**src/rtl/ccap_pkg.sv**
```systemverilog
package ccap_pkg;

   typedef enum logic [1:0] {
      REG_CTRL   = 2'd0,
      REG_CAP_LO = 2'd1,
      REG_CAP_HI = 2'd2,
      REG_NONE   = 2'd3
   } reg_sel_e;

   localparam int CTRL_EN_BIT  = 0;
   localparam int CTRL_SEL_BIT = 1;
   localparam int N_EVT_SRC    = 2;

endpackage

```
**src/rtl/ccap_evt_front.sv**
```systemverilog
module ccap_evt_front #(
   parameter int SYNC_STAGES = 2,
   parameter int N_SRC       = 2,
   localparam int SEL_W      = (N_SRC > 1) ? $clog2(N_SRC) : 1
) (
   input  logic             clk,
   input  logic             rst_n,
   input  logic [N_SRC-1:0] src_i,
   input  logic [SEL_W-1:0] sel_i,
   input  logic             en_i,
   output logic             hw_fire_o
);

   logic [N_SRC-1:0] synced;
   logic             lvl;
   logic             lvl_d;
   logic             rise;
   logic             rise_q;

   for (genvar s = 0; s < N_SRC; s++) begin : g_src
      logic [SYNC_STAGES-1:0] chain;
      always_ff @(posedge clk or negedge rst_n) begin
         if (!rst_n) chain <= '0;
         else        chain <= {chain[SYNC_STAGES-2:0], src_i[s]};
      end
      assign synced[s] = chain[SYNC_STAGES-1];
   end

   assign lvl  = synced[sel_i];
   assign rise = lvl & ~lvl_d;

   always_ff @(posedge clk or negedge rst_n) begin
      if (!rst_n) begin
         lvl_d  <= 1'b0;
         rise_q <= 1'b0;
      end else begin
         lvl_d  <= lvl;
         rise_q <= rise;
      end
   end

   assign hw_fire_o = rise_q & en_i;

   // one edge can only fire on a single cycle
   p_one_shot_r5: assert property (@(posedge clk) disable iff (!rst_n)
      hw_fire_o |=> !hw_fire_o);

endmodule

```
**src/rtl/ccap_capture_reg.sv**
```systemverilog
module ccap_capture_reg #(
   parameter int CNT_W = 12
) (
   input  logic             clk,
   input  logic             rst_n,
   input  logic [CNT_W-1:0] cnt_i,
   input  logic             sw_fire_i,
   input  logic             hw_fire_i,
   input  logic             commit_i,
   input  logic [CNT_W-1:0] commit_val_i,
   output logic [CNT_W-1:0] cap_o,
   output logic             src_sw_o,
   output logic             done_o
);

   logic fire;
   assign fire = sw_fire_i | hw_fire_i;

   always_ff @(posedge clk or negedge rst_n) begin
      if (!rst_n) begin
         cap_o    <= '0;
         src_sw_o <= 1'b0;
         done_o   <= 1'b0;
      end else begin
         done_o <= fire;
         if (fire) begin
            cap_o    <= cnt_i;
            src_sw_o <= sw_fire_i;
         end else if (commit_i) begin
            cap_o <= commit_val_i;
         end
      end
   end

   p_load_r2: assert property (@(posedge clk) disable iff (!rst_n)
      (sw_fire_i || hw_fire_i) |=> cap_o == $past(cnt_i));

   p_src_sw_r8: assert property (@(posedge clk) disable iff (!rst_n)
      sw_fire_i |=> src_sw_o);

   p_src_hw_r3: assert property (@(posedge clk) disable iff (!rst_n)
      (hw_fire_i && !sw_fire_i) |=> !src_sw_o);

   p_done_r2: assert property (@(posedge clk) disable iff (!rst_n)
      (sw_fire_i || hw_fire_i) |=> done_o);

   p_no_done_r7: assert property (@(posedge clk) disable iff (!rst_n)
      !(sw_fire_i || hw_fire_i) |=> !done_o);

   p_hold_r10: assert property (@(posedge clk) disable iff (!rst_n)
      !(sw_fire_i || hw_fire_i || commit_i) |=> $stable(cap_o));

endmodule

```
**src/rtl/ccap_bus_if.sv**
```systemverilog
module ccap_bus_if
   import ccap_pkg::*;
#(
   parameter int CNT_W  = 12,
   parameter int DATA_W = 8,
   localparam int HI_W  = CNT_W - DATA_W
) (
   input  logic              clk,
   input  logic              rst_n,
   input  logic [1:0]        bus_addr_i,
   input  logic              bus_wr_i,
   input  logic              bus_rd_i,
   input  logic [DATA_W-1:0] bus_wdata_i,
   output logic [DATA_W-1:0] bus_rdata_o,
   input  logic [CNT_W-1:0]  cap_i,
   input  logic              src_sw_i,
   output logic              en_o,
   output logic              sel_o,
   output logic              sw_fire_o,
   output logic              commit_o,
   output logic [CNT_W-1:0]  commit_val_o
);

   reg_sel_e          rsel;
   logic [DATA_W-1:0] hold_q;
   logic              wr_ctrl, wr_lo, wr_hi, rd_lo;

   assign rsel    = reg_sel_e'(bus_addr_i);
   assign wr_ctrl = bus_wr_i && (rsel == REG_CTRL);
   assign wr_lo   = bus_wr_i && (rsel == REG_CAP_LO);
   assign wr_hi   = bus_wr_i && (rsel == REG_CAP_HI);
   assign rd_lo   = bus_rd_i && !bus_wr_i && (rsel == REG_CAP_LO);

   assign sw_fire_o    = wr_ctrl && bus_wdata_i[DATA_W-1];
   assign commit_o     = wr_lo;
   assign commit_val_o = {hold_q[HI_W-1:0], bus_wdata_i};

   always_ff @(posedge clk or negedge rst_n) begin
      if (!rst_n) begin
         en_o   <= 1'b0;
         sel_o  <= 1'b0;
         hold_q <= '0;
      end else begin
         if (wr_ctrl) begin
            en_o  <= bus_wdata_i[CTRL_EN_BIT];
            sel_o <= bus_wdata_i[CTRL_SEL_BIT];
         end
         if (wr_hi)      hold_q <= bus_wdata_i;
         else if (rd_lo) hold_q <= DATA_W'(cap_i[CNT_W-1:DATA_W]);
      end
   end

   always_comb begin
      bus_rdata_o = '0;
      unique case (rsel)
         REG_CTRL: begin
            bus_rdata_o[DATA_W-1]     = src_sw_i;
            bus_rdata_o[CTRL_SEL_BIT] = sel_o;
            bus_rdata_o[CTRL_EN_BIT]  = en_o;
         end
         REG_CAP_LO: bus_rdata_o = cap_i[DATA_W-1:0];
         REG_CAP_HI: bus_rdata_o = hold_q;
         REG_NONE:   bus_rdata_o = '0;
      endcase
   end

   p_hold_copy_r9: assert property (@(posedge clk) disable iff (!rst_n)
      rd_lo |=> hold_q == $past(DATA_W'(cap_i[CNT_W-1:DATA_W])));

   p_hold_load_r10: assert property (@(posedge clk) disable iff (!rst_n)
      wr_hi |=> hold_q == $past(bus_wdata_i));

endmodule

```
**src/rtl/ctr_capture_unit.sv**
```systemverilog
module ctr_capture_unit
   import ccap_pkg::*;
#(
   parameter int CNT_W       = 12,
   parameter int DATA_W      = 8,
   parameter int SYNC_STAGES = 2
) (
   input  logic              clk,
   input  logic              rst_n,
   input  logic [CNT_W-1:0]  cnt_i,
   input  logic              pin_evt_i,
   input  logic              cmp_evt_i,
   input  logic [1:0]        bus_addr_i,
   input  logic              bus_wr_i,
   input  logic              bus_rd_i,
   input  logic [DATA_W-1:0] bus_wdata_i,
   output logic [DATA_W-1:0] bus_rdata_o,
   output logic              cap_done_o
);

   if (CNT_W <= DATA_W || CNT_W > 2 * DATA_W) begin : g_bad_width
      $error("CNT_W must exceed DATA_W and fit in two bus bytes");
   end
   if (SYNC_STAGES < 2) begin : g_bad_sync
      $error("SYNC_STAGES must be at least 2");
   end
   if (DATA_W < 3) begin : g_bad_data
      $error("DATA_W too narrow for the control fields");
   end

   logic             en, sel, sw_fire, hw_fire, commit, src_sw;
   logic [CNT_W-1:0] cap, commit_val;

   ccap_evt_front #(
      .SYNC_STAGES (SYNC_STAGES),
      .N_SRC       (N_EVT_SRC)
   ) u_front (
      .clk       (clk),
      .rst_n     (rst_n),
      .src_i     ({cmp_evt_i, pin_evt_i}),
      .sel_i     (sel),
      .en_i      (en),
      .hw_fire_o (hw_fire)
   );

   ccap_capture_reg #(
      .CNT_W (CNT_W)
   ) u_cap (
      .clk          (clk),
      .rst_n        (rst_n),
      .cnt_i        (cnt_i),
      .sw_fire_i    (sw_fire),
      .hw_fire_i    (hw_fire),
      .commit_i     (commit),
      .commit_val_i (commit_val),
      .cap_o        (cap),
      .src_sw_o     (src_sw),
      .done_o       (cap_done_o)
   );

   ccap_bus_if #(
      .CNT_W  (CNT_W),
      .DATA_W (DATA_W)
   ) u_bus (
      .clk          (clk),
      .rst_n        (rst_n),
      .bus_addr_i   (bus_addr_i),
      .bus_wr_i     (bus_wr_i),
      .bus_rd_i     (bus_rd_i),
      .bus_wdata_i  (bus_wdata_i),
      .bus_rdata_o  (bus_rdata_o),
      .cap_i        (cap),
      .src_sw_i     (src_sw),
      .en_o         (en),
      .sel_o        (sel),
      .sw_fire_o    (sw_fire),
      .commit_o     (commit),
      .commit_val_o (commit_val)
   );

   // a commit that collides with a capture is dropped
   p_capture_wins_r11: assert property (@(posedge clk) disable iff (!rst_n)
      (hw_fire && commit) |=> cap == $past(cnt_i));

endmodule

```
**config.mk**
```make
export PLATFORM = sky130hd
export DESIGN_NAME = ctr_capture_unit
export DESIGN_NICKNAME = d
export VERILOG_FILES = /design/src/rtl/ccap_pkg.sv /design/src/rtl/ccap_evt_front.sv /design/src/rtl/ccap_capture_reg.sv /design/src/rtl/ccap_bus_if.sv /design/src/rtl/ctr_capture_unit.sv
export SDC_FILE = /design/constraint.sdc
export NUM_CORES = 1
export LEC_CHECK = 0
export ABC_AREA = 1
export BUFFER_PORTS_ARGS = -buffer_cell sky130_fd_sc_hd__buf_2
export CELL_PAD_IN_SITES_DETAIL_PLACEMENT = 0
export CELL_PAD_IN_SITES_GLOBAL_PLACEMENT = 1
export CORE_ASPECT_RATIO = 0.8
export CORE_MARGIN = 8
export CORE_UTILIZATION = 39
export CTS_CLUSTER_DIAMETER = 60
export DETAILED_ROUTE_END_ITERATION = 10
export GPL_TIMING_DRIVEN = 0
export PLACE_DENSITY = 0.77
export SKIP_LAST_GASP = 1
export SLEW_MARGIN = 0
export SYNTH_ARGS = -nofsm -noshare
export SYNTH_HDL_FRONTEND = slang
export SYNTH_HIERARCHICAL = 1
export SYNTH_SLANG_ARGS = --single-unit
```
**constraint.sdc**
```tcl
create_clock -name clk -period 1.55 [get_ports clk]
set_input_delay 0.31 -clock clk [delete_from_list [all_inputs] [get_ports clk]]
set_output_delay 0.31 -clock clk [all_outputs]
set_load 0.02 [all_outputs]
```
# Word-level counts from Yosys, hierarchy flattened
# Cells that the tools add are included.
[op_classes]
n_lt_le_gt_ge = 1
n_eq_ne = 3
n_mux = 9
bitwise_logic = 4
n_reduce_logical = 10
[ops]
columns = ["op", "n"]
rows = [
  ["$mux W12", 2],
  ["$mux W8", 2],
  ["$pmux W5 S2", 1],
  ["$pmux W2 S4", 1],
  ["$logic_and A1 B1 Y1", 6],
  ["$eq A2 B2 Y1 const B", 2],
  ["$pmux W1 S4", 1],
  ["$reduce_bool A2 Y1", 2],
  ["$and A1 B1 Y1", 2],
  ["$eq A2 B1 Y1 const B", 1],
  ["$logic_not A2 Y1", 1],
  ["$lt A1 B2 Y1 const B", 1],
  ["$mux W1", 2],
  ["$logic_not A1 Y1", 1],
  ["$not A1 Y1", 1],
  ["$or A1 B1 Y1", 1],
]
[totals]
register_bits = 30
in_bits = 28
output_inout_bits = 9
wordCells = 37

# Logic depth before layout (Yosys ltp)
# Gate-level depths: netlist (run 1).
[logic_depth]
depth_word = 5
depth_mapped = 10
ltp_nobuf = 8

# Modules after synthesis
# Netlist (run 1), hierarchy kept.
[by_module_without_submodules]
columns = ["mod", "n_inst", "cells_per_inst", "area_each_um2", "seq_area_each_um2"]
rows = [
  ["ccap_bus_if", 1, 113, 794.5, 250.2],
  ["ccap_capture_reg", 1, 108, 768.2, 350.3],
  ["ccap_evt_front", 1, 16, 192.7, 150.1],
]

# Worst setup path before layout (run 1)
# No wires, ideal clock.
[synth_path]
path_kind = "in2out"
start = "input bus_addr_i[0]"
end = "output bus_rdata_o[5]"
t_arrival_ns = 1.180
slack_ns = 0.060
cell_stages = 5
n_path_buf = 1
cell_sequence = "inv_1 ha_1 buf_4 nand2_1 a21oi_1"
[synth_between]
elab_chain_cells = 2
[synth_rtl]
columns = ["item", "line", "text"]
rows = [
  ["start, declared", "ctr_capture_unit.sv:13", "input logic [1:0] bus_addr_i,"],
  ["$eq A2 B2 Y1 or $eq A2 B1 Y1 (tied branches)", "ccap_bus_if.sv:55", "unique case (rsel)"],
  ["$pmux W5 S2 *", "ccap_bus_if.sv:55", ""],
  ["end, declared", "ctr_capture_unit.sv:17", "output logic [DATA_W-1:0] bus_rdata_o,"],
]
# Every way passes the cells marked *; elsewhere a longest branch is shown, timed or not.

# Worst setup path in the final report (run 1)
[layout_path]
start = "input bus_addr_i[1]"
end = "output bus_rdata_o[5]"
# Same word-level chain as after synthesis.

==> impl_metrics.env, run 1 <==
export IMPL_slowest_stage="buf_4"
export IMPL_track_usage_pct=13.8
export IMPL_rows=22
export IMPL_endpoint_kind="primary output"
export IMPL_synthesis_area_um2=1760
export IMPL_worst_pin_slew_ns=0.689
export IMPL_drc=0
export IMPL_setup_worst_path_class="input port to primary output"
export IMPL_dpl_cell_count=332
export IMPL_start_kind="input port"
export IMPL_hold_class="input port to async pin"
export IMPL_insertion_delay_ns=0.28
export IMPL_finalHoldViolCount=0
export IMPL_multi_input_area_um2=782
export IMPL_antennaDiodeCount=0
export IMPL_fin_tns_setup_ns=0
export IMPL_crit_reg2reg_capture="u_cap/cap_o[2]$_DFFE_PN0P_"
export IMPL_viasPerCell=4.43
export IMPL_die_w_um=91.0
export IMPL_cts_inserted_buffers=5
export IMPL_drive_above_1_share_pct=29.1
export IMPL_ys_ff_latch=30
export IMPL_gr_total_overflow=0
export IMPL_grt_start_max_net_pins=31
export IMPL_crit_end="bus_rdata_o[5]"
export IMPL_cts_sinks=30
export IMPL_wl_per_cell_um=13.5
export IMPL_instances_no_fill=342
export IMPL_worst_path_buf_inv=4
export IMPL_status="completed"
export IMPL_clockRootBuffer="clkbuf_8"
export IMPL_cp_arrival_ns=1.18
export IMPL_power_leakage_nw=1.25
export IMPL_drt_pass1_iterations=4
export IMPL_ys_types=19
export IMPL_regArea_um2=751
export IMPL_maxSlewHeadroom_pct=54.0
export IMPL_yosysMostFrequentCell="nand2_1"
export IMPL_io_pins=37
export IMPL_fill_cells=486
export IMPL_fin_crit_ns=1.49
export IMPL_worst_path_max_fanout=5
export IMPL_power_density_nw_per_um2=1100
export IMPL_r2r_setup_slack_ns=0.34
export IMPL_syn_avg_cell_area_um2=7.41
export IMPL_dp_slack_ns=-0.303
export IMPL_ant_nets=0
export IMPL_start_util_pct=39.4
export IMPL_ys_top_cells_by_area="dfrtp_1 43%, nand2_1 20%, nand3_1 7.4%, buf_4 5.6%, inv_1 5.6%"
export IMPL_maxCapViolCount=0
export IMPL_whs_ns=0.0695
export IMPL_cp_common_cell="buf_4"
export IMPL_cts_tree="built"
export IMPL_crit_family="buffers and inverters"
export IMPL_synth_top_area_share_pct=42.8
export IMPL_routed_wl_mm=4.63
export IMPL_vias=1514
export IMPL_synth_cells=237
export IMPL_clkSlewWorstSetupHoldPaths_ns=0.06
export IMPL_nets=313
export IMPL_portBuffers=35
export IMPL_final_area_um2=2190
export IMPL_r2r_cells=7
export IMPL_synth_async_sr_flop_share_pct=100
export IMPL_grt_pass1_wl_mm=7.60
export IMPL_crit_required_ns=1.24
export IMPL_synth_seq_area_share_pct=42.8
export IMPL_slowest_delay_ns=0.16
export IMPL_clock_path_buffers=2
export IMPL_syn_nets=269
export IMPL_drv_slew=0
export IMPL_fin_skew_ns=0.00436
export IMPL_yosys_warnings=6
export IMPL_grt_pass1_vias=1520
export IMPL_timing_final_ws_setup_ns=0.0593
export IMPL_synth_edf_count=0
export IMPL_timing_fmax_mhz=671
export IMPL_finalSetupViolations=0
export IMPL_synthTopCellsByCount="93 x nand2_1, 30 x dfrtp_1, 26 x inv_1, 26 x nand3_1, 13 x buf_4"
export IMPL_antenna_found_initial=0
export IMPL_dieArea_um2=6920
export IMPL_crit_cells=7
export IMPL_dpl_cell_area_um2=2010
export IMPL_synth_flop_cell="dfrtp_1"
export IMPL_ir_drop_v=0.000551
export IMPL_syn_to_final_growth_pct=24.7
export IMPL_crit_start="bus_addr_i[1]"
export IMPL_rr_startpoint="u_bus/en_o$_DFFE_PN0P_"
export IMPL_core_um2=4460
export IMPL_die_h_um=76.0
export IMPL_htree_levels=2
export IMPL_yosysTopAreaCell="dfrtp_1"
export IMPL_hold_buffers=0
export IMPL_gp_routability_congestion=0.790
export IMPL_hpwl_mm=3.35
export IMPL_path_cells="buf_2 > inv_4 > ha_4 > buf_4 > nand2_1 > a21oi_1 > buf_4"
export IMPL_min_period_over_period_pct=96.2
export IMPL_rsz0062_at_grt="no"
export IMPL_first_iter_violations=89
-- cells by family (layout without fill, tap and decap cells) --
kind of cell | Yosys count | count (layout) | share of synthesized area, %
AND/OR/NAND/NOR | 130 | 130 | 31.9
buffers and inverters | 49 | 94 | 15.5
flip-flops | 30 | 30 | 42.8
AO/OA/AOI/OAI | 24 | 24 | 7.06
adder cells (fa/ha/maj) | 4 | 4 | 2.85
-- report_power, final --
group	total [mW]	internal (mW)	leakage (nW)	switching [mW]
registers	1.10	0.973	0.366	0.129
clock network	0.650	0.358	0.0482	0.292
logic	0.658	0.305	0.832	0.353
-- cell type report --
type | instances | area share (%)
Tap cell | 60 | 3.43
Inverter | 27 | 4.97
Clock buffer | 7 | 3.94
Buffer | 21 | 7.60
Timing Repair Buffer | 38 | 9.83
Sequential cell | 30 | 34.3
Clock inverter | 1 | 0.229
Multi-Input combinational cell | 158 | 35.7
-- how the worst min path moves through the flow --
stage	start	endpoint	slack, ns	cells past startpoint
5_1_grt	rst_n	u_bus/hold_q[3]$_DFFE_PN0P_	0.12	1
2_1_floorplan	rst_n	u_bus/en_o$_DFFE_PN0P_	0.01	0
4_1_cts	rst_n	u_bus/hold_q[2]$_DFFE_PN0P_	0.1	1
3_5_place_dp	u_front/g_src[0].chain[0]$_DFF_PN0_	u_front/g_src[0].chain[1]$_DFF_PN0_	0.33	0
6_report	rst_n	u_bus/hold_q[2]$_DFFE_PN0P_	0.07	1
3_3_place_gp	u_front/g_src[1].chain[0]$_DFF_PN0_	u_front/g_src[1].chain[1]$_DFF_PN0_	0.33	0
-- registers in the layout (all words and copies together), names as in the netlist --
name and count:
u_bus/en_o 1, u_bus/hold_q 8, u_bus/sel_o 1, u_cap/cap_o 12, u_cap/done_o 1, u_cap/src_sw_o 1, u_front/g_src.chain 4, u_front/lvl_d 1
u_front/rise_q 1
-- metrics by stage --
stage | util [%] | power, mW
final | 49.1 | 2.41
after CTS | 47.8 | 2.41
after floorplan | - | 1.53
after global routing | 49.1 | 2.58
after global placement | 45.0 | 1.73
after detailed placement | 45.0 | 1.74
-- placed cells by master (no fill, tap or decap), drive strengths merged, types with 4 or more instances in the layout --
cell    synthesis  routed
dfrtp          30      30
nand2          97      97
nor2            6       6
clkbuf          2       9
o21ai          12      12
nand3          27      27
inv            27      27
a21oi          11      11
ha              4       4
buf            20      57
-- routing by layer --
layer	track usage, %	routed length, um
met5	0	0
met4	3.92	34
met3	4.33	216
met2	19.7	1930
met1	19.3	2440
-- what timing repair did --
action,CTS,global route
cloned,0,1
setup endpoints to repair,9,15
buffers inserted,0,2
pin swaps,0,1
gates resized for setup,12,13
Power figures use the tool's default switching activity.
==> inputs of run 2 (changes only) <==
Settings changed: CORE_UTILIZATION 39 to 35, PLACE_DENSITY 0.77 to 0.7.
==> run 2 against run 1 <==
  * First-iteration DRC count rose by 18%
  * Clock power fell by 9.5%
  * Register-to-register slack barely moved
  * Via count rose by 2.3%
  * Global-route usage barely moved
  * Utilization fell by 4.7 points
  * Clock skew rose by 0.0018 ns
  * Critical path type unchanged
  * Largest power group unchanged
  * Highest routed layer unchanged
==> impl_metrics.env, run 2 (synthesis gave the netlist of run 1 again) <==
export IMPL_finalSetupViolations=0
export IMPL_min_period_over_period_pct=98.3
export IMPL_crit_family="buffers and inverters"
export IMPL_power_density_nw_per_um2=1080
export IMPL_clockRootBuffer="clkbuf_8"
export IMPL_htree_levels=2
export IMPL_vias=1549
export IMPL_fin_util_pct=44.4
export IMPL_core_um2=4920
export IMPL_final_cell_mix="93 x nand2_1, 30 x dfrtp_1, 29 x buf_2, 26 x nand3_1, 23 x buf_4"
export IMPL_dieArea_um2=7550
export IMPL_power_leakage_nw=1.24
export IMPL_cts_tree="built"
export IMPL_maxCapViolCount=0
export IMPL_setup_worst_path_class="input port to primary output"
export IMPL_ant_nets=0
export IMPL_antenna_found_initial=0
export IMPL_regArea_um2=751
export IMPL_grt_pass1_vias=1495
export IMPL_maxSlewHeadroom_pct=54.6
export IMPL_largest_reg_flops=12
export IMPL_timing_fmax_mhz=657
export IMPL_timing_final_ws_setup_ns=0.0268
export IMPL_die_w_um=95.2
export IMPL_routed_wl_mm=4.87
export IMPL_hold_class="input port to async pin"
export IMPL_status="completed"
export IMPL_cts_sinks=30
export IMPL_cts_inserted_buffers=5
export IMPL_fin_tns_setup_ns=0
export IMPL_top_regs="u_cap/cap_o (12), u_bus/hold_q (8), u_front/g_src.chain (4)"
export IMPL_grt_pass1_wl_mm=7.88
export IMPL_hold_buffers=0
export IMPL_regMostFlops="u_cap/cap_o"
export IMPL_crit_required_ns=1.24
export IMPL_drc=0
export IMPL_drt_pass1_iterations=4
export IMPL_rsz0062_at_grt="yes"
export IMPL_syn_to_final_growth_pct=24.4
export IMPL_insertion_delay_ns=0.28
export IMPL_path_cells="buf_2 > inv_4 > ha_1 > inv_2 > a21oi_1 > buf_4"
export IMPL_wl_per_cell_um=14.2
export IMPL_viasPerCell=4.52
export IMPL_slowest_stage="ha_1"
export IMPL_fill_cells=529
export IMPL_ir_drop_v=0.000398
export IMPL_endpoint_kind="primary output"
export IMPL_drv_slew=0
export IMPL_gr_total_overflow=0
export IMPL_dp_slack_ns=-0.225
export IMPL_r2r_setup_slack_ns=0.33
export IMPL_grt_start_max_net_pins=31
export IMPL_crit_reg2reg_capture="u_cap/cap_o[6]$_DFFE_PN0P_"
export IMPL_drive_above_1_share_pct=31.0
export IMPL_first_iter_violations=105
export IMPL_die_h_um=79.3
export IMPL_rr_startpoint="u_bus/en_o$_DFFE_PN0P_"
export IMPL_worst_pin_slew_ns=0.682
export IMPL_nets=313
export IMPL_io_pins=37
export IMPL_antennaDiodeCount=0
export IMPL_fin_crit_ns=1.52
export IMPL_rows=23
export IMPL_clkSlewWorstSetupHoldPaths_ns=0.07
export IMPL_worst_path_max_fanout=5
export IMPL_clock_path_buffers=2
export IMPL_multi_input_area_um2=786
export IMPL_cp_arrival_ns=1.21
export IMPL_worst_path_buf_inv=4
export IMPL_hpwl_mm=3.56
export IMPL_start_kind="input port"
export IMPL_start_util_pct=35.7
export IMPL_track_usage_pct=13.8
export IMPL_portBuffers=35
export IMPL_final_common_cell="nand2_1"
export IMPL_r2r_cells=7
export IMPL_fin_skew_ns=0.00620
export IMPL_slowest_delay_ns=0.32
export IMPL_gp_routability_congestion=0.788
export IMPL_finalHoldViolCount=0
## run 2: cell type report
cell class	instances	area share (%)
timing repair buffer	38	9.97
tap	62	3.55
sequential	30	34.4
inverter	27	4.87
multi-input combinational	158	36.0
buffer	21	7.62
clock buffer	5	3.15
clock inverter	2	0.458
## run 2: stage by stage
| stage | instances | hold WS, ns | cell area (um^2) | power [mW] |
|---|---|---|---|---|
| final | 343 | 0.0701 | 2180 | 2.37 |
| after global routing | 343 | 0.119 | 2180 | 2.54 |
| after detailed placement | 334 | 0.337 | 2010 | 1.74 |
| after CTS | 343 | 0.101 | 2170 | 2.38 |
| after global placement | 334 | 0.332 | 2010 | 1.73 |
| after floorplan | 237 | 0.0144 | 1760 | 1.53 |
## run 2: per-layer routing
metal,GRT usage (%),vias to the layer above,share of wire [%]
met2,19.8,28,43
li1,-,806,-
met4,3.27,0,0.78
met1,19.9,710,53
met3,3.48,5,3.5
met5,0,-,0
## run 2: power by group
part | leakage (nW) | total [mW] | switching [mW] | internal, mW
Sequential | 0.366 | 1.11 | 0.136 | 0.973
Combinational | 0.830 | 0.671 | 0.361 | 0.310
Clock | 0.0438 | 0.588 | 0.288 | 0.301
Total | 1.24 | 2.37 | 0.784 | 1.58
## run 2: worst max-delay path by stage
stage | cells past startpoint | slack, ns | endpoint | startpoint
4_1_cts | 7 | -0.006 | bus_rdata_o[7] | bus_addr_i[0]
3_5_place_dp | 9 | -0.22 | u_cap/cap_o[5]$_DFFE_PN0P_ | bus_addr_i[0]
6_report | 6 | 0.03 | bus_rdata_o[5] | bus_addr_i[0]
3_3_place_gp | 9 | -0.24 | u_cap/cap_o[1]$_DFFE_PN0P_ | bus_addr_i[0]
5_1_grt | 6 | -0.02 | bus_rdata_o[5] | bus_addr_i[0]
2_1_floorplan | 5 | 0.06 | bus_rdata_o[5] | bus_addr_i[0]
## run 2: worst reg2reg max path: cells and delay by family (launching register included)
kind,cells,cell delay [ns]
simple gates,5,0.45
buf+inv,2,0.26
flops,1,0.39
## run 2: repair_timing
| item | 4_1_cts | 5_1_grt |
|---|---|---|
| pin swaps | 0 | 1 |
| gates resized for setup | 21 | 7 |
| hold endpoints to repair | 0 | 0 |
| setup buffers | 1 | 1 |
| cloned | 1 | 0 |
| endpoints found under the setup margin | 8 | 16 |
==> inputs of run 3 (changes only) <==
--- a/config.mk
+++ b/config.mk
@@ -11,5 +11,4 @@
 export CELL_PAD_IN_SITES_GLOBAL_PLACEMENT = 1
 export CORE_ASPECT_RATIO = 0.8
-export CORE_MARGIN = 8
 export CORE_UTILIZATION = 35
 export CTS_CLUSTER_DIAMETER = 60
==> constraint.sdc (replaced) <==
create_clock -name clk -period 1.9 [get_ports clk]
set_input_delay 0.38 -clock clk [delete_from_list [all_inputs] [get_ports clk]]
set_output_delay 0.38 -clock clk [all_outputs]
set_load 0.005 [all_outputs]
==> run 3 against run 2 <==
  * Critical path depth grew 1
  * Critical endpoint is now bus_rdata_o[1]
  * Total power decreased by 19%
  * Clock-buffer cell count up 2
  * Largest cell class is now flip-flops and latches
  * Global-route usage up 4.9 points
  * Die area shrank 30%
  * Clock skew is 0.0016 ns lower
  * Largest power group unchanged
  * Flip-flop and latch count unchanged
  * Cell area decreased by 4.0%
  * First-iteration DRC count grew 14%
  * Combinational power shrank 29%
==> impl_metrics.env, run 3 (synthesis gave the netlist of run 1 again) <==
export IMPL_drt_pass1_iterations=4
export IMPL_start_util_pct=37.3
export IMPL_grt_pass1_vias=1460
export IMPL_power_density_nw_per_um2=914
export IMPL_seqPwrFrac_pct=47.0
export IMPL_min_period_over_period_pct=94.7
export IMPL_hold_buffers=0
export IMPL_nets=311
export IMPL_clockRootBuffer="clkbuf_8"
export IMPL_status="completed"
export IMPL_vias=1530
export IMPL_antennaDiodeCount=0
export IMPL_finalSetupViolations=0
export IMPL_timing_fmax_mhz=556
export IMPL_cts_inserted_buffers=5
export IMPL_ir_drop_v=0.000421
export IMPL_rows=22
export IMPL_clkPwrFrac_pct=28.1
export IMPL_track_usage_pct=18.7
export IMPL_first_iter_violations=120
export IMPL_clkSlewWorstSetupHoldPaths_ns=0.07
export IMPL_wl_met2_mm=1.71
export IMPL_cts_resized=0
export IMPL_post_cts_buffers=0
export IMPL_htree_levels=2
export IMPL_syn_to_final_growth_pct=19.5
export IMPL_final_area_um2=2100
export IMPL_cp_arrival_ns=1.42
export IMPL_slowest_delay_ns=0.27
export IMPL_portBuffers=35
export IMPL_switching_share_pct=31.5
export IMPL_cts_tree="built"
export IMPL_start_kind="input port"
export IMPL_cts_sinks=30
export IMPL_maxSlewHeadroom_pct=53.2
export IMPL_drv_slew=0
export IMPL_clock_path_buffers=2
export IMPL_final_common_cell="nand2_1"
export IMPL_hold_class="input port to async pin"
export IMPL_power_frac_comb_pct=24.9
export IMPL_regMostFlops="u_cap/cap_o"
export IMPL_worst_pin_slew_ns=0.701
export IMPL_worst_path_max_fanout=10
export IMPL_wl_met1_mm=2.46
export IMPL_core_um2=4710
export IMPL_drive_above_1_share_pct=26.1
export IMPL_viasPerCell=4.50
export IMPL_io_pins=37
export IMPL_top_regs="u_cap/cap_o (12), u_bus/hold_q (8), u_front/g_src.chain (4)"
export IMPL_dpl_cell_area_um2=2010
export IMPL_cp_common_cell="buf_2"
export IMPL_slowest_stage="buf_2"
export IMPL_crit_required_ns=1.52
export IMPL_setup_worst_path_class="input port to primary output"
export IMPL_finalHoldViolCount=0
export IMPL_die_w_um=81.2
export IMPL_highest_layer="met4"
export IMPL_endpoint_kind="primary output"
export IMPL_fin_skew_ns=0.00464
export IMPL_maxCapViolCount=0
export IMPL_intPower_mw=1.31
export IMPL_antenna_found_initial=0
export IMPL_dp_slack_ns=-0.0139
export IMPL_wl_met3_um=174
export IMPL_routed_wl_mm=4.38
export IMPL_grt_pass1_wl_mm=7.23
export IMPL_power_leakage_nw=1.23
export IMPL_grt_start_max_net_pins=31
export IMPL_dieArea_um2=5300
export IMPL_fin_crit_ns=1.80
export IMPL_p_switching_uw=604
export IMPL_hpwl_mm=3.19
export IMPL_final_cell_mix="93 x nand2_1, 38 x buf_2, 30 x dfrtp_1, 26 x inv_1, 26 x nand3_1"
export IMPL_insertion_delay_ns=0.28
export IMPL_path_cells="buf_2 > inv_1 > ha_1 > buf_2 > nand2_1 > a21oi_1 > buf_2"
export IMPL_gp_routability_congestion=0.908
export IMPL_timing_final_ws_setup_ns=0.0999
export IMPL_ant_nets=0
export IMPL_drc=0
export IMPL_largest_reg_flops=12
export IMPL_total_power_mw=1.92
export IMPL_gr_total_overflow=0
export IMPL_fin_util_pct=44.6
export IMPL_wl_per_cell_um=12.9
export IMPL_rsz0062_at_grt="no"
export IMPL_die_h_um=65.3
[run 3: path summary, 6_finish.rpt]
kind,from,endpoint,slack [ns],cells past startpoint
setup / recovery,bus_addr_i[1],bus_rdata_o[1],0.1,7
hold / removal,rst_n,u_cap/cap_o[1]$_DFFE_PN0P_,0.14,1
setup reg to reg,u_bus/en_o$_DFFE_PN0P_,u_cap/cap_o[5]$_DFFE_PN0P_,0.68,7
hold reg to reg,u_front/g_src[0].chain[0]$_DFF_PN0_,u_front/g_src[0].chain[1]$_DFF_PN0_,0.35,0
max in group asynchronous,rst_n,u_bus/hold_q[6]$_DFFE_PN0P_,1.30,1
min in group clk,cmp_evt_i,u_front/g_src[1].chain[0]$_DFF_PN0_,0.20,1
[run 3: metal layers]
metal | vias up | track usage, %
li1 | 806 | -
met4 | 0 | 4.69
met2 | 38 | 24.6
met3 | 5 | 4.17
met1 | 681 | 30.0
met5 | - | 0
[run 3: layout make-up]
type	instances	area [um^2]
Buffer	22	168
Clock buffer	7	86.3
Clock inverter	1	5.00
Fill cell	503	2610
Inverter	27	104
Multi-Input combinational cell	158	733
Sequential cell	30	751
Tap cell	60	75.1
Timing Repair Buffer	35	175
[run 3: power groups by stage]
stage               logic (mW)  registers, mW  clock network [mW]
global route             0.548          0.918               0.571
floorplan                0.348          0.871                   0
detailed placement       0.480          0.908                   0
finish                   0.477          0.902               0.539
CTS                      0.482          0.901               0.548
global placement         0.472          0.914                   0
[run 3: per-stage QoR]
| step | instances | setup TNS, ns | hold slack, ns |
|---|---|---|---|
| after floorplan | 237 | 0 | 0.0844 |
| final | 340 | 0 | 0.142 |
| after detailed placement | 332 | -0.0139 | 0.335 |
| after global routing | 340 | 0 | 0.191 |
| after global placement | 332 | 0 | 0.331 |
| after CTS | 340 | 0 | 0.172 |
[run 3: worst max-delay path, delay by kind of cell]
| kind | cells | cell delay [ns] |
|---|---|---|
| AOI/OAI and AO/OA | 1 | 0.17 |
| buffers and inverters | 4 | 0.60 |
| adders and majority gates | 1 | 0.14 |
| and+or+nand+nor | 1 | 0.13 |
